## config.mk

```make
export PLATFORM = sky130hd
export DESIGN_NAME = rst_supervisor
export DESIGN_NICKNAME = d
export VERILOG_FILES = /design/src/rtl/rst_supervisor_pkg.sv /design/src/rtl/ms_tick_gen.sv /design/src/rtl/pb_qualifier.sv /design/src/rtl/hold_timer.sv /design/src/rtl/rst_supervisor.sv
export SDC_FILE = /design/constraint.sdc
export NUM_CORES = 1
export LEC_CHECK = 0
export BUFFER_PORTS_ARGS = -buffer_cell sky130_fd_sc_hd__clkbuf_2
export CAP_MARGIN = 0
export CELL_PAD_IN_SITES_DETAIL_PLACEMENT = 1
export CELL_PAD_IN_SITES_GLOBAL_PLACEMENT = 1
export CORE_UTILIZATION = 41
export DETAILED_ROUTE_END_ITERATION = 8
export PLACE_DENSITY_LB_ADDON = 0.1
export SLEW_MARGIN = 20
export SYNTH_ARGS = -nofsm -noshare
export SYNTH_HDL_FRONTEND = slang
export SYNTH_SLANG_ARGS = --single-unit
```

## constraint.sdc

```tcl
create_clock -name clk -period 1.89 [get_ports clk]
set_clock_uncertainty 0.2 [all_clocks]
set_input_delay 0.189 -clock clk [delete_from_list [all_inputs] [get_ports clk]]
set_output_delay 0.189 -clock clk [all_outputs]
set_load 0.03 [all_outputs]
```

## src/rtl/rst_supervisor_pkg.sv

```systemverilog
package rst_supervisor_pkg;

    typedef enum logic [1:0] {
        HS_RUN   = 2'd0,
        HS_CAUSE = 2'd1,
        HS_HOLD  = 2'd2
    } hold_state_e;

    typedef struct packed {
        logic pwr;
        logic pb;
        logic wdt;
    } cause_t;

    function automatic int unsigned cnt_width(input int unsigned n);
        return (n > 1) ? $clog2(n) : 1;
    endfunction

    function automatic logic any_cause(input cause_t c);
        return c.pwr | c.pb | c.wdt;
    endfunction

endpackage

```

## src/rtl/ms_tick_gen.sv

```systemverilog
module ms_tick_gen #(
    parameter int unsigned CLKS_PER_MS = 125000
) (
    input  logic clk,
    input  logic rst,
    output logic tick
);
    import rst_supervisor_pkg::*;

    localparam int unsigned W = cnt_width(CLKS_PER_MS);
    localparam logic [W-1:0] LAST = W'(CLKS_PER_MS - 1);

    logic [W-1:0] div_q;

    always_ff @(posedge clk) begin
        if (rst || div_q == LAST) begin
            div_q <= '0;
        end else begin
            div_q <= div_q + 1'b1;
        end
    end

    assign tick = (div_q == LAST);
endmodule

```

## src/rtl/pb_qualifier.sv

```systemverilog
module pb_qualifier #(
    parameter int unsigned DEBOUNCE_MS = 20
) (
    input  logic clk,
    input  logic rst,
    input  logic tick,
    input  logic pb_n,
    output logic pressed
);
    import rst_supervisor_pkg::*;

    localparam int unsigned W = cnt_width(DEBOUNCE_MS + 1);
    localparam logic [W-1:0] LAST = W'(DEBOUNCE_MS - 1);

    logic         sync1_q;
    logic         sync2_q;
    logic [W-1:0] low_ms_q;
    logic         pressed_q;

    always_ff @(posedge clk) begin
        if (rst) begin
            sync1_q <= 1'b1;
            sync2_q <= 1'b1;
        end else begin
            sync1_q <= pb_n;
            sync2_q <= sync1_q;
        end
    end

    always_ff @(posedge clk) begin
        if (rst || sync2_q) begin
            low_ms_q  <= '0;
            pressed_q <= 1'b0;
        end else if (tick && !pressed_q) begin
            if (low_ms_q == LAST) begin
                pressed_q <= 1'b1;
            end else begin
                low_ms_q <= low_ms_q + 1'b1;
            end
        end
    end

    assign pressed = pressed_q;
endmodule

```

## src/rtl/hold_timer.sv

```systemverilog
module hold_timer #(
    parameter int unsigned HOLD_MS = 250
) (
    input  logic                        clk,
    input  logic                        rst,
    input  logic                        tick,
    input  rst_supervisor_pkg::cause_t  cause,
    output logic                        active
);
    import rst_supervisor_pkg::*;

    localparam int unsigned W = cnt_width(HOLD_MS + 1);
    localparam logic [W-1:0] LAST = W'(HOLD_MS);

    hold_state_e  state_q;
    logic [W-1:0] ms_q;

    always_ff @(posedge clk) begin
        if (rst) begin
            state_q <= HS_HOLD;
            ms_q    <= '0;
        end else if (any_cause(cause)) begin
            state_q <= HS_CAUSE;
            ms_q    <= '0;
        end else if (state_q != HS_RUN) begin
            state_q <= HS_HOLD;
            if (tick) begin
                if (ms_q == LAST) begin
                    state_q <= HS_RUN;
                    ms_q    <= '0;
                end else begin
                    ms_q <= ms_q + 1'b1;
                end
            end
        end
    end

    assign active = (state_q != HS_RUN);
endmodule

```

## src/rtl/rst_supervisor.sv

```systemverilog
module rst_supervisor #(
    parameter int unsigned CLKS_PER_MS = 125000,
    parameter int unsigned HOLD_MS     = 250,
    parameter int unsigned DEBOUNCE_MS = 20
) (
    input  logic clk,
    input  logic rst,
    input  logic pwr_fail,
    input  logic pb_n,
    input  logic wdt_expire,
    output logic cpu_rst,
    output logic cpu_rst_n,
    output logic run_ok
);
    import rst_supervisor_pkg::*;

    logic   ms_tick;
    logic   pb_pressed;
    logic   rst_active;
    cause_t causes;

    ms_tick_gen #(.CLKS_PER_MS(CLKS_PER_MS)) u_tick (
        .clk  (clk),
        .rst  (rst),
        .tick (ms_tick)
    );

    pb_qualifier #(.DEBOUNCE_MS(DEBOUNCE_MS)) u_pb (
        .clk     (clk),
        .rst     (rst),
        .tick    (ms_tick),
        .pb_n    (pb_n),
        .pressed (pb_pressed)
    );

    always_comb begin
        causes.pwr = pwr_fail;
        causes.pb  = pb_pressed;
        causes.wdt = wdt_expire;
    end

    hold_timer #(.HOLD_MS(HOLD_MS)) u_hold (
        .clk    (clk),
        .rst    (rst),
        .tick   (ms_tick),
        .cause  (causes),
        .active (rst_active)
    );

    assign cpu_rst   = rst_active;
    assign cpu_rst_n = ~rst_active;
    assign run_ok    = ~rst_active;
endmodule

```

Word-level counts from Yosys, hierarchy flattened

Index checks and enable logic that the tools add are counted.

Bits in registers: 35
Bits in latches: 0
Bits in writable memories: 0
ROM bits: 0
Output and inout port bits: 3
Logic and storage cells: 32
Memories kept: 0

Add/sub/neg operators: 3
$mul: 0
Div/mod/pow operators: 0
Magnitude comparators: 0
Equal/unequal tests: 3
Shift operators: 0
Muxes and demuxes: 5
Bitwise gates (word level): 4
Reduce and logical (&&, ||, !) cells: 10

Operators by type and width:

| cell                                                             | number |
|---|---|
| 17-bit by 1-bit adder with 17-bit output (second input constant) | 1 |
| 17-bit equality test (second input constant)                     | 1 |
| 8-bit by 1-bit adder with 8-bit output (second input constant)   | 1 |
| 8-bit equality test (second input constant)                      | 1 |
| 2-bit 2-to-1 mux                                                 | 4 |
| 8-bit 2-to-1 mux                                                 | 1 |
| 2-bit AND reduction                                              | 3 |
| 5-bit by 1-bit adder with 5-bit output (second input constant)   | 1 |
| 5-bit equality test (second input constant)                      | 1 |
| 2-bit nonzero test                                               | 2 |
| 1-bit logical OR                                                 | 2 |
| 1-bit inverter                                                   | 2 |
| 1-bit OR                                                         | 2 |
| 2-bit OR reduction                                               | 1 |
| 1-bit logical AND                                                | 1 |
| 1-bit zero test                                                  | 1 |

Logic depth before layout (Yosys ltp)

Gate-level depths: netlist of run 1.

Depth after elaboration: 5
Depth in mapped cells: 6
Gate-level depth less buffers: 6

By module

From an unflattened synthesis of run 1, not the netlist that was laid out.

Cells, all modules: 181
Area total of the unflattened synthesis: 1651.6 µm²

By module, submodules not included:

| module         | instances | cells an instance | area each (µm²) | seq. area each (µm²) |
|---|---|---|---|---|
| ms_tick_gen    | 1         | 90                | 800.8           | 340.3 |
| hold_timer     | 1         | 54                | 505.5           | 200.2 |
| pb_qualifier   | 1         | 35                | 334.1           | 160.2 |
| rst_supervisor | 1         | 2                 | 11.3            | 0.0 |

Least setup slack after synthesis of run 1

Ideal clock, no wire load.

Path kind: register to register
Start: reg u_hold.state_q[0]
End: reg u_hold.ms_q[6]
Arrival time: 1.867 ns
Data required time: 1.599 ns
Setup slack: -0.268 ns
Stages on the path, launching flop included: 7
Path buffers: 1
Period minus slack after synthesis: 2.158 ns
Cells stage by stage: dfxtp_1 -> or2_2 -> clkbuf_1 -> inv_1 -> nor3_1 -> a31oi_1 -> a311oi_1

Cells in the longest elaborated chain, start to end: 2

RTL lines:

| item                                 | RTL line             | source |
|---|---|---|
| from (decl)                          | hold_timer.sv:15     | `hold_state_e state_q;` |
| from (signal assigned)               | hold_timer.sv:20     | `state_q <= HS_HOLD;` |
| from (signal assigned)               | hold_timer.sv:23     | `state_q <= HS_CAUSE;` |
| from (signal assigned)               | hold_timer.sv:26     | `state_q <= HS_HOLD;` |
| 2-bit nonzero test                   | -                    |  |
| net cpu_rst                          | rst_supervisor.sv:11 | `output logic cpu_rst,` |
| 2-bit AND reduction (no source line) | -                    |  |
| to (signal assigned)                 | hold_timer.sv:32     | `ms_q <= ms_q + 1'b1;` |
| to (decl)                            | hold_timer.sv:16     | `logic [W-1:0] ms_q;` |

The timed path passes the listed nets, and every way through them passes these cells.
A chain may end at the register's enable or synchronous reset.

Worst setup path in the final report of run 1

Start: reg u_tick.div_q[7]
End: reg u_pb.low_ms_q[4]

Cells in the longest elaborated chain, start to end: 3

RTL lines:

| item                                 | RTL line           | source |
|---|---|---|
| from (decl)                          | ms_tick_gen.sv:13  | `logic [W-1:0] div_q;` |
| from (signal assigned)               | ms_tick_gen.sv:19  | `div_q <= div_q + 1'b1;` |
| 17-bit equality test                 | ms_tick_gen.sv:23  | `assign tick = (div_q == LAST);` |
| 1-bit logical AND                    | pb_qualifier.sv:34 | `end else if (tick && !pressed_q) begin` |
| 2-bit AND reduction (no source line) | -                  |  |
| to (signal assigned)                 | pb_qualifier.sv:38 | `low_ms_q <= low_ms_q + 1'b1;` |
| to (decl)                            | pb_qualifier.sv:17 | `logic [W-1:0] low_ms_q;` |

No other way between the ends.

==> results of run 1 <==
[per-layer routing]
layer / GRT usage [%] / part of all wire (%) / vias to the layer above
li1: - / - / 813
met4: 10.1 / 1.6 / 0
met1: 30.4 / 47 / 841
met2: 41.3 / 49 / 16
met5: 0 / 0 / -
met3: 5.99 / 2.5 / 10
[stage by stage]
stage                     util (%)  cell area, µm²  instances  worst slack (ns)  total power [mW]
after global placement        50.2            2010        276           -0.0551             0.839
after global routing          57.1            2280        288           -0.0771              1.51
after detailed placement      50.2            2010        276            -0.141             0.844
final                         57.1            2280        288          -0.00703              1.45
after CTS                     55.3            2210        288           -0.0313              1.46
after floorplan                  -            1720        199           -0.0560             0.814
[layout by cell type (no fill, tap or decap), types with 4 or more instances in the layout]
master,synthesis,final
dfxtp_1,35,31
buf_4,2,26
nor2_1,21,20
nand3_1,18,16
nand2_1,13,13
nand4_1,7,7
a21oi_1,8,7
xnor2_1,7,7
clkbuf_8,0,7
clkbuf_2,0,7
or3_1,6,6
nor3_1,9,6
xor2_1,5,5
and3_1,4,4
a31oi_1,4,4
mux2i_1,4,4
ha_1,4,4
dfxtp_2,0,4
[worst max-delay path: stages (launching register included)]
cell      delay [ns]
dfxtp_2         0.32
or4b_4          0.53
or2_4           0.26
buf_6           0.14
o311ai_2        0.23
o41ai_2         0.11
[registers in the layout (all words and copies together), names as in the netlist]
signal / cells
u_pb.low_ms_q: 5
u_hold.state_q: 2
u_pb.pressed: 1
u_hold.ms_q: 8
u_pb.sync1_q: 1
u_pb.sync2_q: 1
u_tick.div_q: 17
[worst min-delay path by stage]
| stage | cells past startpoint | endpoint | startpoint |
|---|---|---|---|
| 2_1_floorplan | 1 | u_pb.sync1_q | pb_n |
| 3_3_place_gp | 2 | u_pb.sync1_q | pb_n |
| 3_5_place_dp | 2 | u_pb.sync1_q | pb_n |
| 4_1_cts | 3 | u_hold.state_q[0] | rst |
| 5_1_grt | 3 | u_hold.ms_q[0] | rst |
| 6_report | 3 | u_hold.ms_q[0] | rst |
[power breakdown]
part           internal (mW)  total [mW]  switching, mW
registers              0.748       0.758         0.0108
clock network          0.333       0.610          0.277
logic                 0.0309      0.0782         0.0473
[cell type report]
cell class,count,area [µm²],share of cell area [%]
Inverter,4,15.0,0.658
Clock buffer,8,100,4.39
Sequential cell,35,706,30.9
Timing Repair Buffer,41,319,14.0
Multi-Input combinational cell,150,1080,47.3
Tap cell,50,62.6,2.74
[kinds of logic after synthesis]
group / after synthesis / share of synthesized area, %
and+or+nand+nor: 98 / 30.5
DFF: 35 / 40.9
AOI/OAI and AO/OA: 32 / 13.6
buffers and inverters: 14 / 3.65
xor gates and xnor gates: 12 / 6.14
muxes: 4 / 2.34
adders and majority gates: 4 / 2.92
[what timing repair did]
action                                  in CTS  in global routing
endpoints found under the hold margin        2                  0
endpoints found under the setup margin      23                 17
pin swaps                                   10                  5
gates cloned                                 1                  0
resized for setup                           11                 16
hold buffers                                 3                  0
==> summary.txt, run 1 <==
Clock tree
  – H-tree levels: 2
  – Clock Tree Buf Depth: 2
  – CTS tree: yes
  – Setup bufs post-CTS: 0
  – Clock root cell: clkbuf_8
  – # clock sinks: 35
  – Clk slew on worst S/H paths: 0.08 ns
  – CTS buffer count: 5
  – Worst-Skew Late Latency: 0.30 ns

GRT
  – Antenna violations before repair: 0
  – Vias in the first global route: 1757
  – First-pass GRT wire length: 8.18 mm
  – GR Overflow Total: 0
  – Largest net degree at the start of global routing: 17
  – GRT Total Usage: 24.9%

Hold path
  – Worst hold path class: input pin to register

Drt
  – First-pass DRT Iterations: 4
  – DRT antenna net count: 0
  – # DRC: 0
  – Routed WL per cell: 17.1 µm
  – DR iter-0 viols: 59
  – Via Count: 1680
  – DRT Wirelength: 4.92 mm
  – Vias per Instance: 5.83

Yosys
  – Cell with the most instances after synthesis: dfxtp_1
  – Asr flop ratio synth: 0%
  – Mapped Nets: 208
  – Unique masters post-synth: 43
  – Netlist Area Pre-Place: 1710 µm²
  – Top cells by count, synth: dfxtp_1 (35), nor2_1 (21), nand3_1 (18)
  – Syn. warnings: 0
  – Share of Yosys cell area claimed by the top area cell type: 40.9%
  – Ys flop type: dfxtp_1
  – Syn avg cell area: 8.61 µm²
  – Top area cells in the synthesized netlist: dfxtp_1 (41%), nand3_1 (5.3%), nor2_1 (4.6%)
  – FF+latch count, synth: 35
  – Syn Inst Count: 199
  – Number of synthesized flops with an enable pin: 0
  – Sequential-to-total area share from yosys stat: 40.9%
  – Area leader, netlist: dfxtp_1

STA
  – Endpoints failing setup: 2
  – F_max: 527 MHz
  – Fin Hold WS: 0.0282 ns
  – RSZ-0062 raised after global routing: true
  – Tcrit/Tclk final: 100%
  – Tightest Pin Transition: 0.535 ns
  – Slew Viols, Final: 0
  – Relative slew margins: 64.2%
  – Worst setup margin: -0.00703 ns
  – Tmin final: 1.90 ns
  – Total negative slack: -0.0115 ns
  – Final Hold Viols: 0

Setup path
  – Critical Path Start: u_tick.div_q[7]
  – CP startpoint kind: register
  – CP Max Fanout: 5
  – Req. time, crit path: 1.87 ns
  – Critical Path Sink Type: register
  – Arr. time, crit path: 1.88 ns
  – Worst r2r path cells: 5
  – Reg2reg start: u_tick.div_q[7]
  – Critical Path Sink: u_pb.low_ms_q[4]
  – Worst R2R End: u_pb.low_ms_q[4]
  – Reg2reg setup slack: -0.007 ns
  – Worst Path Class, Setup: register to register

Floorplan
  – Row count: 23
  – Die Wd: 66.6 µm
  – Core Region: 4000 µm²
  – Die Span Y: 66.6 µm
  – Die area: 4440 µm²
  – Starting Density: 42.8%
  – I/O pins: 8

Run status
  – Failing checks: setup timing
  – Status: complete, but fails checks

Power
  – Cell area power density: 634 nW/µm²
  – Worst vdd ir: 0.535 mV
  – Leakage power total: 0.833 nW

Layout
  – Fraction of layout cells with a size suffix above 1: 31.1%
  – Antenna cell count: 0
  – Net count, final: 246
  – Fillers: 476
  – P&R area growth vs syn: 33.2%

Flow run
  – Max Cap Viol: 0

Placement
  – Gpl congestion: 0.865
  – Port bufs: 7
  – DP HPWL: 3.41 mm
(Power assumes the default switching activity.)
==> inputs of run 2 (changes only) <==
--- a/config.mk
+++ b/config.mk
@@ -9,6 +9,7 @@
 export CAP_MARGIN = 0
 export CELL_PAD_IN_SITES_DETAIL_PLACEMENT = 1
 export CELL_PAD_IN_SITES_GLOBAL_PLACEMENT = 1
+export CORE_ASPECT_RATIO = 0.75
 export CORE_UTILIZATION = 41
 export DETAILED_ROUTE_END_ITERATION = 8
 export PLACE_DENSITY_LB_ADDON = 0.1
==> run 2 against run 1 <==
Compared with the run above: the flow still finishes with violations (setup timing); worst hold slack improved by 0.020 ns; first-iteration DRC count increased by 110%; critical path depth unchanged; maximum frequency decreased by 2.1%; combinational power increased by 5.9%; critical path type unchanged; wire length increased by 11%; final cell count increased by 0.35%; core utilization increased by 3.8 points; via count increased by 2.8%.
==> summary.txt, run 2 (synthesized netlist as in run 1, its figures left out) <==
Run status
  – Status: complete, but fails checks
  – Failing checks: setup timing

STA
  – Fin Hold WS: 0.0480 ns
  – Tightest Pin Transition: 0.640 ns
  – Worst setup margin: -0.0486 ns
  – Endpoints failing setup: 8
  – RSZ-0062 raised after global routing: true
  – Slew Viols, Final: 0
  – Final Hold Viols: 0
  – Tcrit/Tclk final: 103%
  – F_max: 516 MHz
  – Tmin final: 1.94 ns
  – Relative slew margins: 57.2%

Power
  – Design Power: 1.55 mW
  – P_int: 1.21 mW
  – Leakage power total: 0.858 nW
  – Share of power burned in registers: 48.6%
  – Worst vdd ir: 0.351 mV
  – Switching Share: 22.4%
  – Clock power frac: 46.1%
  – Gate power share: 5.3%
  – Sw power: 0.348 mW
  – Cell area power density: 668 nW/µm²

Floorplan
  – Row count: 19
  – Die area: 4440 µm²
  – Starting Density: 44.8%
  – Die Span Y: 58.0 µm
  – Core Region: 3830 µm²
  – Die Wd: 76.6 µm
  – I/O pins: 8

Setup path
  – Worst r2r path cells: 5
  – Req. time, crit path: 1.87 ns
  – Reg2reg start: u_tick.div_q[10]
  – CP max stage delay: 0.53 ns
  – CP Max Fanout: 5
  – Reg2reg setup slack: -0.05 ns
  – Worst Path Class, Setup: register to register
  – Stages on worst setup path: 5
  – Worst R2R End: u_pb.low_ms_q[4]
  – Cells along the critical path: or4b_4 -> or2_4 -> buf_8 -> o311ai_4 -> o41ai_2
  – CP startpoint kind: register
  – Critical Path Sink Type: register
  – CP max stage cell: or4b_4
  – CP bufs+invs: 1
  – CP top delay family: simple AND/OR/NAND/NOR gates
  – Arr. time, crit path: 1.92 ns

Placement
  – Port bufs: 7
  – DP HPWL: 3.55 mm
  – Area post-placement: 2020 µm²
  – Gpl congestion: 0.836

Clock tree
  – Clk slew on worst S/H paths: 0.08 ns
  – # clock sinks: 35
  – CTS buffer count: 5
  – Clock root cell: clkbuf_8
  – CTS tree: yes
  – H-tree levels: 2
  – Worst-Skew Late Latency: 0.30 ns
  – Clock Tree Buf Depth: 2

Layout
  – Fraction of layout cells with a size suffix above 1: 30.8%
  – Final Instance Area: 2330 µm²
  – Largest registers: u_tick.div_q: 17 flops, u_hold.ms_q: 8 flops, u_pb.low_ms_q: 5 flops
  – Commonest non-fill, non-tap cells in the layout: dfxtp_1 (32), buf_4 (26), nor2_1 (20), nand3_1 (16), nand2_1 (13)
  – Antenna cell count: 0
  – Max reg flops: 17
  – Commonest non-fill, non-tap cell in the layout: dfxtp_1
  – Largest Register: u_tick.div_q
  – Net count, final: 245
  – P&R area growth vs syn: 35.9%

GRT
  – Antenna violations before repair: 0
  – Met2 Use GR: 46.2%
  – GR Overflow Total: 0
  – Met3 usage: 5.04%
  – Met1 Resource Use GR: 33.2%
  – First-pass GRT wire length: 8.91 mm
  – GRT Total Usage: 26.9%
  – Vias in the first global route: 1796
  – Largest net degree at the start of global routing: 17
  – GR peak layer: met2

Hold path
  – Worst hold stages: 3
  – Hold Crit Endpoint: u_hold.state_q[0]
  – Hold_sp: rst
  – Worst hold path class: input pin to register

Drt
  – Via Count: 1727
  – First-pass DRT Iterations: 4
  – DRT Wirelength: 5.46 mm
  – Routed WL per cell: 18.9 µm
  – Vias per Instance: 5.98
  – DR iter-0 viols: 123
  – # DRC: 0
  – DRT antenna net count: 0

Flow run
  – Max Cap Viol: 0
[run 2: metal layers]
metal / vias up / wire length (µm)
met5: - / 0
met4: 0 / 110
met3: 15 / 269
met2: 57 / 2590
met1: 839 / 2490
li1: 816 / -
[run 2: power by group through the flow]
stage / clock (mW) / sequential (mW) / combinational (mW)
after floorplan: 0 / 0.771 / 0.0439
after global placement: 0 / 0.771 / 0.0689
after detailed placement: 0 / 0.771 / 0.0727
after CTS: 0.724 / 0.755 / 0.0810
after global routing: 0.760 / 0.755 / 0.0888
final: 0.717 / 0.755 / 0.0828
[run 2: metrics by stage]
stage / util [%] / setup TNS, ns / cells / setup WS [ns]
2_1_floorplan: - / -0.239 / 199 / -0.0560
3_3_place_gp: 52.7 / -0.206 / 277 / -0.0547
3_5_place_dp: 52.7 / -0.740 / 277 / -0.103
4_1_cts: 59.5 / -0.209 / 289 / -0.0482
5_1_grt: 60.8 / -0.575 / 289 / -0.0866
6_report: 60.8 / -0.184 / 289 / -0.0486
[run 2: how the worst max path moves through the flow]
stage | slack [ns] | startpoint | endpoint
6_report | -0.05 | u_tick.div_q[10] | u_pb.low_ms_q[4]
5_1_grt | -0.09 | u_tick.div_q[10] | u_hold.ms_q[7]
4_1_cts | -0.05 | u_tick.div_q[10] | u_pb.low_ms_q[4]
3_5_place_dp | -0.10 | u_tick.div_q[10] | u_pb.low_ms_q[4]
3_3_place_gp | -0.05 | u_tick.div_q[10] | u_hold.state_q[1]
2_1_floorplan | -0.06 | u_tick.div_q[10] | u_hold.state_q[1]
[run 2: area by class of cell]
type / instances / area [µm²]
clock buffer: 6 / 82.6
tap: 52 / 65.1
inverter: 4 / 15.0
sequential: 35 / 704
multi-input combinational: 150 / 1100
timing repair buffer: 40 / 327
clock inverter: 2 / 35.0
fill: 443 / 1500
[run 2: tightest hold or removal path: stages]
cell,delay [ns]
clkbuf_2,0.09
buf_4,0.17
nor2_1,0.06
[run 2: timing repair]
action	CTS	global route
setup buffers	0	0
pin swaps	9	7
endpoints found under the hold margin	2	0
hold buffers	3	0
endpoints found under the setup margin	27	29
cloned	1	0
gates resized for setup	17	14
